## src/rtl/ld_arb_pkg.sv

```systemverilog
package ld_arb_pkg;
  localparam int WR_CH  = 4;
  localparam int LASERS = 3;
  localparam int SEL_W  = $clog2(LASERS + 1);
  localparam int TOP_WR = WR_CH - 1;

  typedef struct packed {
    logic             rd;
    logic [WR_CH-1:0] wr;
    logic             osc;
  } chan_req_t;
endpackage

```

## src/rtl/ld_arb_src.sv

```systemverilog
module ld_arb_src
  import ld_arb_pkg::*;
(
  input  logic             use_reg,
  input  logic             rd_pin_n,
  input  logic [WR_CH-1:0] wr_pin,
  input  logic             osc_pin,
  input  logic             rd_reg,
  input  logic [WR_CH-1:0] wr_reg,
  input  logic             osc_reg,
  output chan_req_t        req
);
  always_comb begin
    req.rd  = use_reg ? rd_reg  : ~rd_pin_n;
    req.osc = use_reg ? osc_reg : osc_pin;
  end

  for (genvar g = 0; g < WR_CH; g++) begin : g_wr
    always_comb req.wr[g] = use_reg ? wr_reg[g] : wr_pin[g];
  end
endmodule

```

## src/rtl/ld_arb_shape.sv

```systemverilog
module ld_arb_shape
  import ld_arb_pkg::*;
(
  input  logic      skew_mode,
  input  logic      single_in,
  input  chan_req_t req_in,
  output chan_req_t req_out
);
  chan_req_t folded;

  // Skew check: all timing inputs ANDed onto the first write path.
  always_comb begin
    folded = req_in;
    if (skew_mode) begin
      folded.wr     = '0;
      folded.wr[0]  = (&req_in.wr) & req_in.osc;
      folded.osc    = 1'b0;
    end
  end

  // Single-input guard: last write channel wins over the read channel.
  always_comb begin
    req_out = folded;
    if (single_in && folded.wr[TOP_WR]) req_out.rd = 1'b0;
  end
endmodule

```

## src/rtl/ld_arb_gate.sv

```systemverilog
module ld_arb_gate
  import ld_arb_pkg::*;
(
  input  logic              drv_en,
  input  logic              supply_fault,
  input  logic              mon_dis,
  input  logic [SEL_W-1:0]  out_sel,
  input  chan_req_t         req_in,
  output chan_req_t         req_out,
  output logic [LASERS-1:0] laser_sel
);
  logic power_save;

  always_comb begin
    power_save = !drv_en || (supply_fault && !mon_dis) || (out_sel == '0);
    req_out    = power_save ? '0 : req_in;
  end

  for (genvar g = 0; g < LASERS; g++) begin : g_sel
    always_comb laser_sel[g] = !power_save && (out_sel == SEL_W'(g + 1));
  end
endmodule

```

## src/rtl/ld_chan_arbiter.sv

```systemverilog
module ld_chan_arbiter
  import ld_arb_pkg::*;
(
  input  logic              clk,
  input  logic              rst_n,
  input  logic              drv_en_i,
  input  logic              supply_fault_i,
  input  logic              mon_dis_i,
  input  logic [SEL_W-1:0]  out_sel_i,
  input  logic              skew_mode_i,
  input  logic              single_in_i,
  input  logic              reg_src_i,
  input  logic              rd_pin_n_i,
  input  logic [WR_CH-1:0]  wr_pin_i,
  input  logic              osc_pin_i,
  input  logic              rd_reg_i,
  input  logic [WR_CH-1:0]  wr_reg_i,
  input  logic              osc_reg_i,
  output logic              rd_en_o,
  output logic [WR_CH-1:0]  wr_en_o,
  output logic              osc_en_o,
  output logic [LASERS-1:0] laser_sel_o
);
  chan_req_t           req_src, req_shaped, req_final;
  logic [LASERS-1:0]   sel_next;
  chan_req_t           req_q;
  logic [LASERS-1:0]   sel_q;

  ld_arb_src u_src (
    .use_reg (reg_src_i),
    .rd_pin_n(rd_pin_n_i),
    .wr_pin  (wr_pin_i),
    .osc_pin (osc_pin_i),
    .rd_reg  (rd_reg_i),
    .wr_reg  (wr_reg_i),
    .osc_reg (osc_reg_i),
    .req     (req_src)
  );

  ld_arb_shape u_shape (
    .skew_mode(skew_mode_i),
    .single_in(single_in_i),
    .req_in   (req_src),
    .req_out  (req_shaped)
  );

  ld_arb_gate u_gate (
    .drv_en      (drv_en_i),
    .supply_fault(supply_fault_i),
    .mon_dis     (mon_dis_i),
    .out_sel     (out_sel_i),
    .req_in      (req_shaped),
    .req_out     (req_final),
    .laser_sel   (sel_next)
  );

  always_ff @(posedge clk or negedge rst_n) begin
    if (!rst_n) begin
      req_q <= '0;
      sel_q <= '0;
    end else begin
      req_q <= req_final;
      sel_q <= sel_next;
    end
  end

  assign rd_en_o     = req_q.rd;
  assign wr_en_o     = req_q.wr;
  assign osc_en_o    = req_q.osc;
  assign laser_sel_o = sel_q;
endmodule

```

## config.mk

```make
export PLATFORM = sky130hd
export DESIGN_NAME = ld_chan_arbiter
export DESIGN_NICKNAME = d
export VERILOG_FILES = /design/src/rtl/ld_arb_pkg.sv /design/src/rtl/ld_arb_src.sv /design/src/rtl/ld_arb_shape.sv /design/src/rtl/ld_arb_gate.sv /design/src/rtl/ld_chan_arbiter.sv
export SDC_FILE = /design/constraint.sdc
export NUM_CORES = 1
export LEC_CHECK = 0
export CAP_MARGIN = 20
export CORE_AREA = 2 2 39 41
export DETAILED_ROUTE_END_ITERATION = 10
export DIE_AREA = 0 0 41 43
export DONT_BUFFER_PORTS = 1
export PLACE_DENSITY_LB_ADDON = 0.3
export SYNTH_ARGS = -nofsm -noshare
export SYNTH_HDL_FRONTEND = slang
export SYNTH_SLANG_ARGS = --single-unit
export TNS_END_PERCENT = 100
```

## constraint.sdc

```tcl
create_clock -name clk -period 0.8 [get_ports clk]
set_clock_uncertainty 0.1 [all_clocks]
set_input_delay 0.16 -clock clk [delete_from_list [all_inputs] [get_ports clk]]
set_output_delay 0.16 -clock clk [all_outputs]
set_load 0.02 [all_outputs]
```

==> run_results.csv, run 1 <==
group,metric,value,unit
route,wl_met1,281,um
finish,fin_util,36.53,%
floorplanning,core-area,1384,um2
setup_path,crit_type,"reg2out",
timing,slew_viol_final,0,
placement,place_ws,-0.1152,ns
grt,grt_pass1_wl,1186,um
outcome,outcome,"complete, but fails checks",
clocking,cts_tree,"done",
finish,syn_to_final_growth,19.53,%
placement,dp_hpwl,704.3,um
timing,setup_tns,-1.403,ns
timing,post-route-min-period,0.9587,ns
setup_path,crit_fanout,1,
power_and_ir_drop,power_frac_seq,54.6,%
power_and_ir_drop,netSwitchingFraction,22.59,%
logic_synthesis,yosysTopAreaCell,"dfrtp_1",
timing,whs,-0.1405,ns
logic_synthesis,synth.ff_latch_count,9,
setup_path,crit_cells,0,
power_and_ir_drop,ir_worst_vdd,327.6,uV
clocking,cts_hold_buffers,2,
floorplanning,pin_count,31,
power_and_ir_drop,leakage,0.2157,nW
power_and_ir_drop,power_per_cell_area,1820,nW/um2
clocking,root_buffer,"clkbuf_4",
outcome,violations,"hold timing, setup timing",
route,drtAntennaViolNets,0,
grt,grt-ovfl-total,0,
logic_synthesis,syn_nets,55,
logic_synthesis,syn_avg_cell_area,12.82,um2
setup_path,arrival,0.70,ns
clocking,clock_path_buffers,2,
floorplanning,rows,14,
logic_synthesis,synth_cells,33,
route,finalWirelength,820,um
route,vias,297,
floorplanning,die_w,41,um
finish,drive_above_1_share,44.74,%
setup_path,startpoint,"laser_sel_o[1]",
placement,gp_congestion,0.7487,
timing,hold_viol,9,
route,dr.pass1.iters,2,
timing,fmax,1043,MHz
power_and_ir_drop,p_comb_share,9.2,%
logic_synthesis,syn_area,422.9,um2
grt,antenna_found_initial,0,
grt,grt_pass1_vias,294,
logic_synthesis,synth_top_area_share,53.25,%
finish,nets,61,
setup_path,endpoint,"laser_sel_o[1]",
floorplanning,initial_core_util,30.56,%
setup_path,end_kind,"output pin",
route,drt_iter0_drc,1,
run,maxCapViolations,0,
grt,grt_use_total,10.33,%
logic_synthesis,yosysUniqueCellTypes,17,
min_path,hold_class,"in2reg",
placement,port_buffers,0,
logic_synthesis,yosysWarningCount,0,
floorplanning,fp.dieH,43,um
clocking,clk_pin_slew,0.05,ns
route,via_per_inst,5.500,
power_and_ir_drop,p_sw,0.2079,mW
route,wl_per_cell,15.19,um
clocking,htree_levels,1,
clocking,cts_sinks,9,
clocking,numCtsBuffers,3,
route,wl_met2,403,um
route,top_layer,"met4",
logic_synthesis,yosys-top-cells-area,"dfrtp_1, mux2i_1, a311oi_2",
timing,max_slew_margin,75.30,%
power_and_ir_drop,clkPwrFrac,36.2,%
finish,fillers,138,
timing,setup_viol,9,
route,drc_errors,0,
grt,grt_max_degree,10,
timing,tightest_slew,0.3692,ns
logic_synthesis,ys_seq_area_share,53.25,%
power_and_ir_drop,total_power,0.9202,mW
clocking,cts_setup_buffers,0,
power_and_ir_drop,internal_power,0.7123,mW
finish,antenna_cells,0,
setup_path,cp-start-kind,"flip-flop",
timing,layout_setup_ws,-0.1587,ns
timing,fin_crit_sh,119.8,%
setup_path,required,0.54,ns
timing,rsz0062_at_grt,"yes",
floorplanning,die_area,1763,um2
route,wl_met3,120,um
[cells in the final DEF, fill, tap and decap left out]
| cell type | Yosys | routed |
|---|---|---|
| nor2_1 | 1 | 1 |
| and4_1 | 1 | 1 |
| clkbuf_1 | 0 | 1 |
| nor2b_4 | 1 | 1 |
| nor3b_1 | 3 | 2 |
| a311oi_2 | 2 | 2 |
| nand3_1 | 1 | 1 |
| mux2i_1 | 4 | 4 |
| clkbuf_4 | 0 | 3 |
| nor3_1 | 3 | 3 |
| dfrtp_2 | 0 | 9 |
| o211ai_4 | 0 | 1 |
| and3_1 | 1 | 1 |
| inv_1 | 1 | 1 |
| nor3b_2 | 0 | 1 |
| dlygate4sd3_1 | 0 | 1 |
| nand2b_1 | 1 | 1 |
| a21o_1 | 1 | 1 |
| a21oi_1 | 1 | 1 |
| dlymetal6s4s_1 | 0 | 1 |
| nand4_1 | 1 | 1 |
[cells by family (layout without fill, tap and decap cells)]
kind of cell / count (synthesis) / count (layout) / share of synthesized area (%)
muxes: 4 / 4 / 9.468
DFF: 9 / 9 / 53.26
buffers and inverters: 2 / 7 / 3.549
and+or+nand+nor: 13 / 13 / 20.71
AOI/OAI and AO/OA: 5 / 5 / 13.02
[timing repair]
item,CTS,global route
hold endpoints to repair,18,9
endpoints found under the setup margin,9,10
gates cloned,0,0
pin swaps,0,1
gates resized for setup,6,4
[registers in the layout, summed over array words and instances (netlist names)]
| signal | count |
|---|---|
| rd_en_o | 1 |
| wr_en_o | 4 |
| laser_sel_o | 3 |
| osc_en_o | 1 |
[worst min-delay path by stage]
stage                start  depth (start not counted)        endpoint
2_1_floorplan        rst_n                          0  laser_sel_o[0]
3_3_place_gp         rst_n                          0         rd_en_o
3_5_place_dp         rst_n                          0  laser_sel_o[1]
4_1_cts        skew_mode_i                          1      wr_en_o[3]
5_1_grt        skew_mode_i                          1      wr_en_o[3]
6_report       skew_mode_i                          1      wr_en_o[3]
[layout make-up]
class | instances | area, um2 | area share, %
timing repair buffer | 2 | 22.52 | 4.455
clock buffer | 4 | 26.28 | 5.198
tap | 16 | 20.02 | 3.960
multi-input combinational | 22 | 196.4 | 38.86
sequential | 9 | 236.5 | 46.78
inverter | 1 | 3.754 | 0.7426
[metal layers]
metal | global-route usage, % | up-vias
met5 | 0 | -
met4 | 10.00 | 0
met3 | 1.571 | 2
met2 | 14.37 | 24
met1 | 12.58 | 139
li1 | - | 132
[per-stage QoR]
| step | area, um2 | hold WS, ns | cells |
|---|---|---|---|
| after floorplan | 445.4 | -0.2356 | 33 |
| after global placement | 445.4 | -0.2354 | 48 |
| after detailed placement | 445.4 | -0.2354 | 48 |
| after CTS | 499.2 | -0.1504 | 54 |
| after global routing | 505.5 | -0.1525 | 54 |
| final | 505.5 | -0.1405 | 54 |
[power groups by stage]
| stage | combinational (mW) | clock [mW] | sequential (mW) |
|---|---|---|---|
| 2_1_floorplan | 0.0778 | 0 | 0.506 |
| 3_3_place_gp | 0.0676 | 0 | 0.507 |
| 3_5_place_dp | 0.0696 | 0 | 0.509 |
| 4_1_cts | 0.0856 | 0.350 | 0.502 |
| 5_1_grt | 0.0945 | 0.372 | 0.504 |
| 6_report | 0.0846 | 0.333 | 0.503 |
[synth_stat cells, drive strengths merged]
cell type / count
nor2b: 1
nand2b: 1
a21oi: 1
and4: 1
nand3: 1
a21o: 1
mux2i: 4
nor2: 1
nor3: 3
inv: 1
nand4: 1
and3: 1
o211ai: 1
a311oi: 2
buf: 1
nor3b: 3
dfrtp: 9
Note: power is estimated with default switching activity, not from simulation.
==> inputs of run 2 (changes only) <==
--- a/config.mk
+++ b/config.mk
@@ -11,6 +11,7 @@
 export DIE_AREA = 0 0 41 43
 export DONT_BUFFER_PORTS = 1
 export PLACE_DENSITY_LB_ADDON = 0.3
+export SLEW_MARGIN = 20
 export SYNTH_ARGS = -nofsm -noshare
 export SYNTH_HDL_FRONTEND = slang
 export SYNTH_SLANG_ARGS = --single-unit
==> constraint.sdc (replaced) <==
create_clock -name clk -period 1.1 [get_ports clk]
set_clock_uncertainty 0.1 [all_clocks]
set_input_delay 0.22 -clock clk [delete_from_list [all_inputs] [get_ports clk]]
set_output_delay 0.22 -clock clk [all_outputs]
set_load 0.02 [all_outputs]
==> run 2 against run 1 <==
The run now ends clean. Sequential cell count unchanged. Sequential share of layout area is 2.4 points lower. Critical path depth grew 2. Worst hold slack gained 0.16 ns. Die area unchanged. Global-route usage grew 0.80 points. Critical endpoint is now wr_en_o[2]. Highest routed layer is now met3.
==> run_results.csv, run 2 (same netlist as run 1, synthesis figures left out) <==
group,metric,value,unit
finish,finalNonFillerCells,57,
grt,grt_use_total,11.13,%
placement,port_buffers,0,
clocking,root_buffer,"clkbuf_4",
setup_path,path_delay_family,"buffers and inverters",
power_and_ir_drop,ir_worst_vdd,314.0,uV
route,drtAntennaViolNets,0,
floorplanning,core-area,1384,um2
route,via_per_inst,5.123,
floorplanning,die_area,1763,um2
finish,fillers,141,
setup_path,crit_type,"in2reg",
timing,rsz0062_at_grt,"no",
grt,grt_pass1_vias,324,
setup_path,cpPeakStageDelay,0.61,ns
timing,fin_crit_sh,94.59,%
timing,fmax,961.1,MHz
finish,drive_above_1_share,17.07,%
floorplanning,pin_count,31,
power_and_ir_drop,netSwitchingFraction,22.57,%
setup_path,cp-start-kind,"primary input",
timing,post-route-min-period,1.041,ns
route,dr.pass1.iters,2,
clocking,cts_resized,0,
power_and_ir_drop,p_comb_share,10.3,%
outcome,outcome,"finished, final reports clean",
route,drc_errors,0,
setup_path,required,1.15,ns
power_and_ir_drop,power_frac_seq,54.1,%
power_and_ir_drop,clkPwrFrac,35.6,%
clocking,cts_setup_buffers,0,
floorplanning,initial_core_util,30.56,%
timing,hold_viol,0,
setup_path,critical_path_buf_inv_count,1,
setup_path,crit_fanout,5,
clocking,clk_pin_slew,0.06,ns
finish,syn_to_final_growth,20.12,%
timing,slew_viol_final,0,
clocking,cts_tree,"done",
grt,grt-ovfl-total,0,
power_and_ir_drop,power_per_cell_area,1321,nW/um2
grt,antenna_found_initial,0,
floorplanning,fp.dieH,43,um
finish,final_cell_mix,"dfrtp_1, dlygate4sd3_1, mux2i_1",
placement,dp.cells,48,
timing,setup_tns,0,ns
timing,tightest_slew,0.3973,ns
grt,grt_pass1_wl,1283,um
min_path,hold_class,"in2reg",
clocking,htree_levels,1,
finish,antenna_cells,0,
setup_path,cp_slowest_cell,"dlygate4sd3_1",
route,wl_per_cell,14.51,um
floorplanning,die_w,41,um
route,vias,292,
clocking,clock_path_buffers,2,
setup_path,end_kind,"flip-flop",
placement,gp_congestion,0.6567,
timing,setup_viol,0,
finish,nets,64,
setup_path,arrival,1.09,ns
grt,grt_max_degree,10,
finish,largest_register_ffs,4,
power_and_ir_drop,p_sw,0.1515,mW
route,finalWirelength,827,um
route,drt_iter0_drc,2,
clocking,numCtsBuffers,3,
clocking,cts_sinks,9,
finish,final_common_cell,"dfrtp_1",
setup_path,path_cells,"dlygate4sd3_1 > nor3_1",
timing,max_slew_margin,73.44,%
power_and_ir_drop,internal_power,0.5197,mW
run,maxCapViolations,0,
floorplanning,rows,14,
power_and_ir_drop,leakage,0.2298,nW
-- run 2: cell types whose count changed in the layout (fill, tap and decap cells not counted), sizes merged --
cell	change
dlygate4sd3	+4
dlymetal6s4s	-1
-- run 2: metrics by stage --
stage	util [%]	total power [mW]	setup slack [ns]	instance area (um2)	hold WS [ns]
2_1_floorplan	-	0.4173	0.1339	422.9	-0.1756
3_3_place_gp	31.19	0.4148	0.1363	431.7	-0.1754
3_5_place_dp	31.19	0.4169	0.08206	431.7	-0.1754
4_1_cts	36.71	0.6873	0.06275	508.0	0.01105
5_1_grt	36.71	0.7026	0.02894	508.0	0.02030
6_report	36.71	0.6711	0.05950	508.0	0.02169
-- run 2: layout make-up --
| class | instances | area, um2 | area share (%) |
|---|---|---|---|
| inverter | 1 | 3.754 | 0.7389 |
| timing repair buffer | 5 | 50.05 | 9.852 |
| clock buffer | 4 | 26.28 | 5.172 |
| sequential | 9 | 225.2 | 44.33 |
| tap | 16 | 20.02 | 3.941 |
| multi-input combinational | 22 | 182.7 | 35.96 |
-- run 2: routing by layer --
layer  GRT usage (%)  routed length (um)  up-vias
met1           13.20                 301      130
met2           15.63                 406       23
met3           1.047                 120        0
li1                -                   -      139
met4           12.00                   0        0
met5               0                   0        -
-- run 2: power by group through the flow --
stage | Sequential, mW | Combinational, mW | Clock (mW)
2_1_floorplan | 0.368 | 0.0496 | 0
3_3_place_gp | 0.369 | 0.0457 | 0
3_5_place_dp | 0.370 | 0.0474 | 0
4_1_cts | 0.363 | 0.0704 | 0.253
5_1_grt | 0.364 | 0.0775 | 0.261
6_report | 0.363 | 0.0693 | 0.239
-- run 2: what timing repair did --
action,in CTS,in global routing
setup endpoints to repair,0,0
hold buffers,5,0
hold endpoints to repair,17,0
-- run 2: path summary, 6_finish.rpt --
kind,start,end,cells past startpoint
max,skew_mode_i,wr_en_o[2],2
min in group asynchronous,rst_n,wr_en_o[2],1
max in group asynchronous,rst_n,wr_en_o[3],1
min,out_sel_i[1],laser_sel_o[1],1
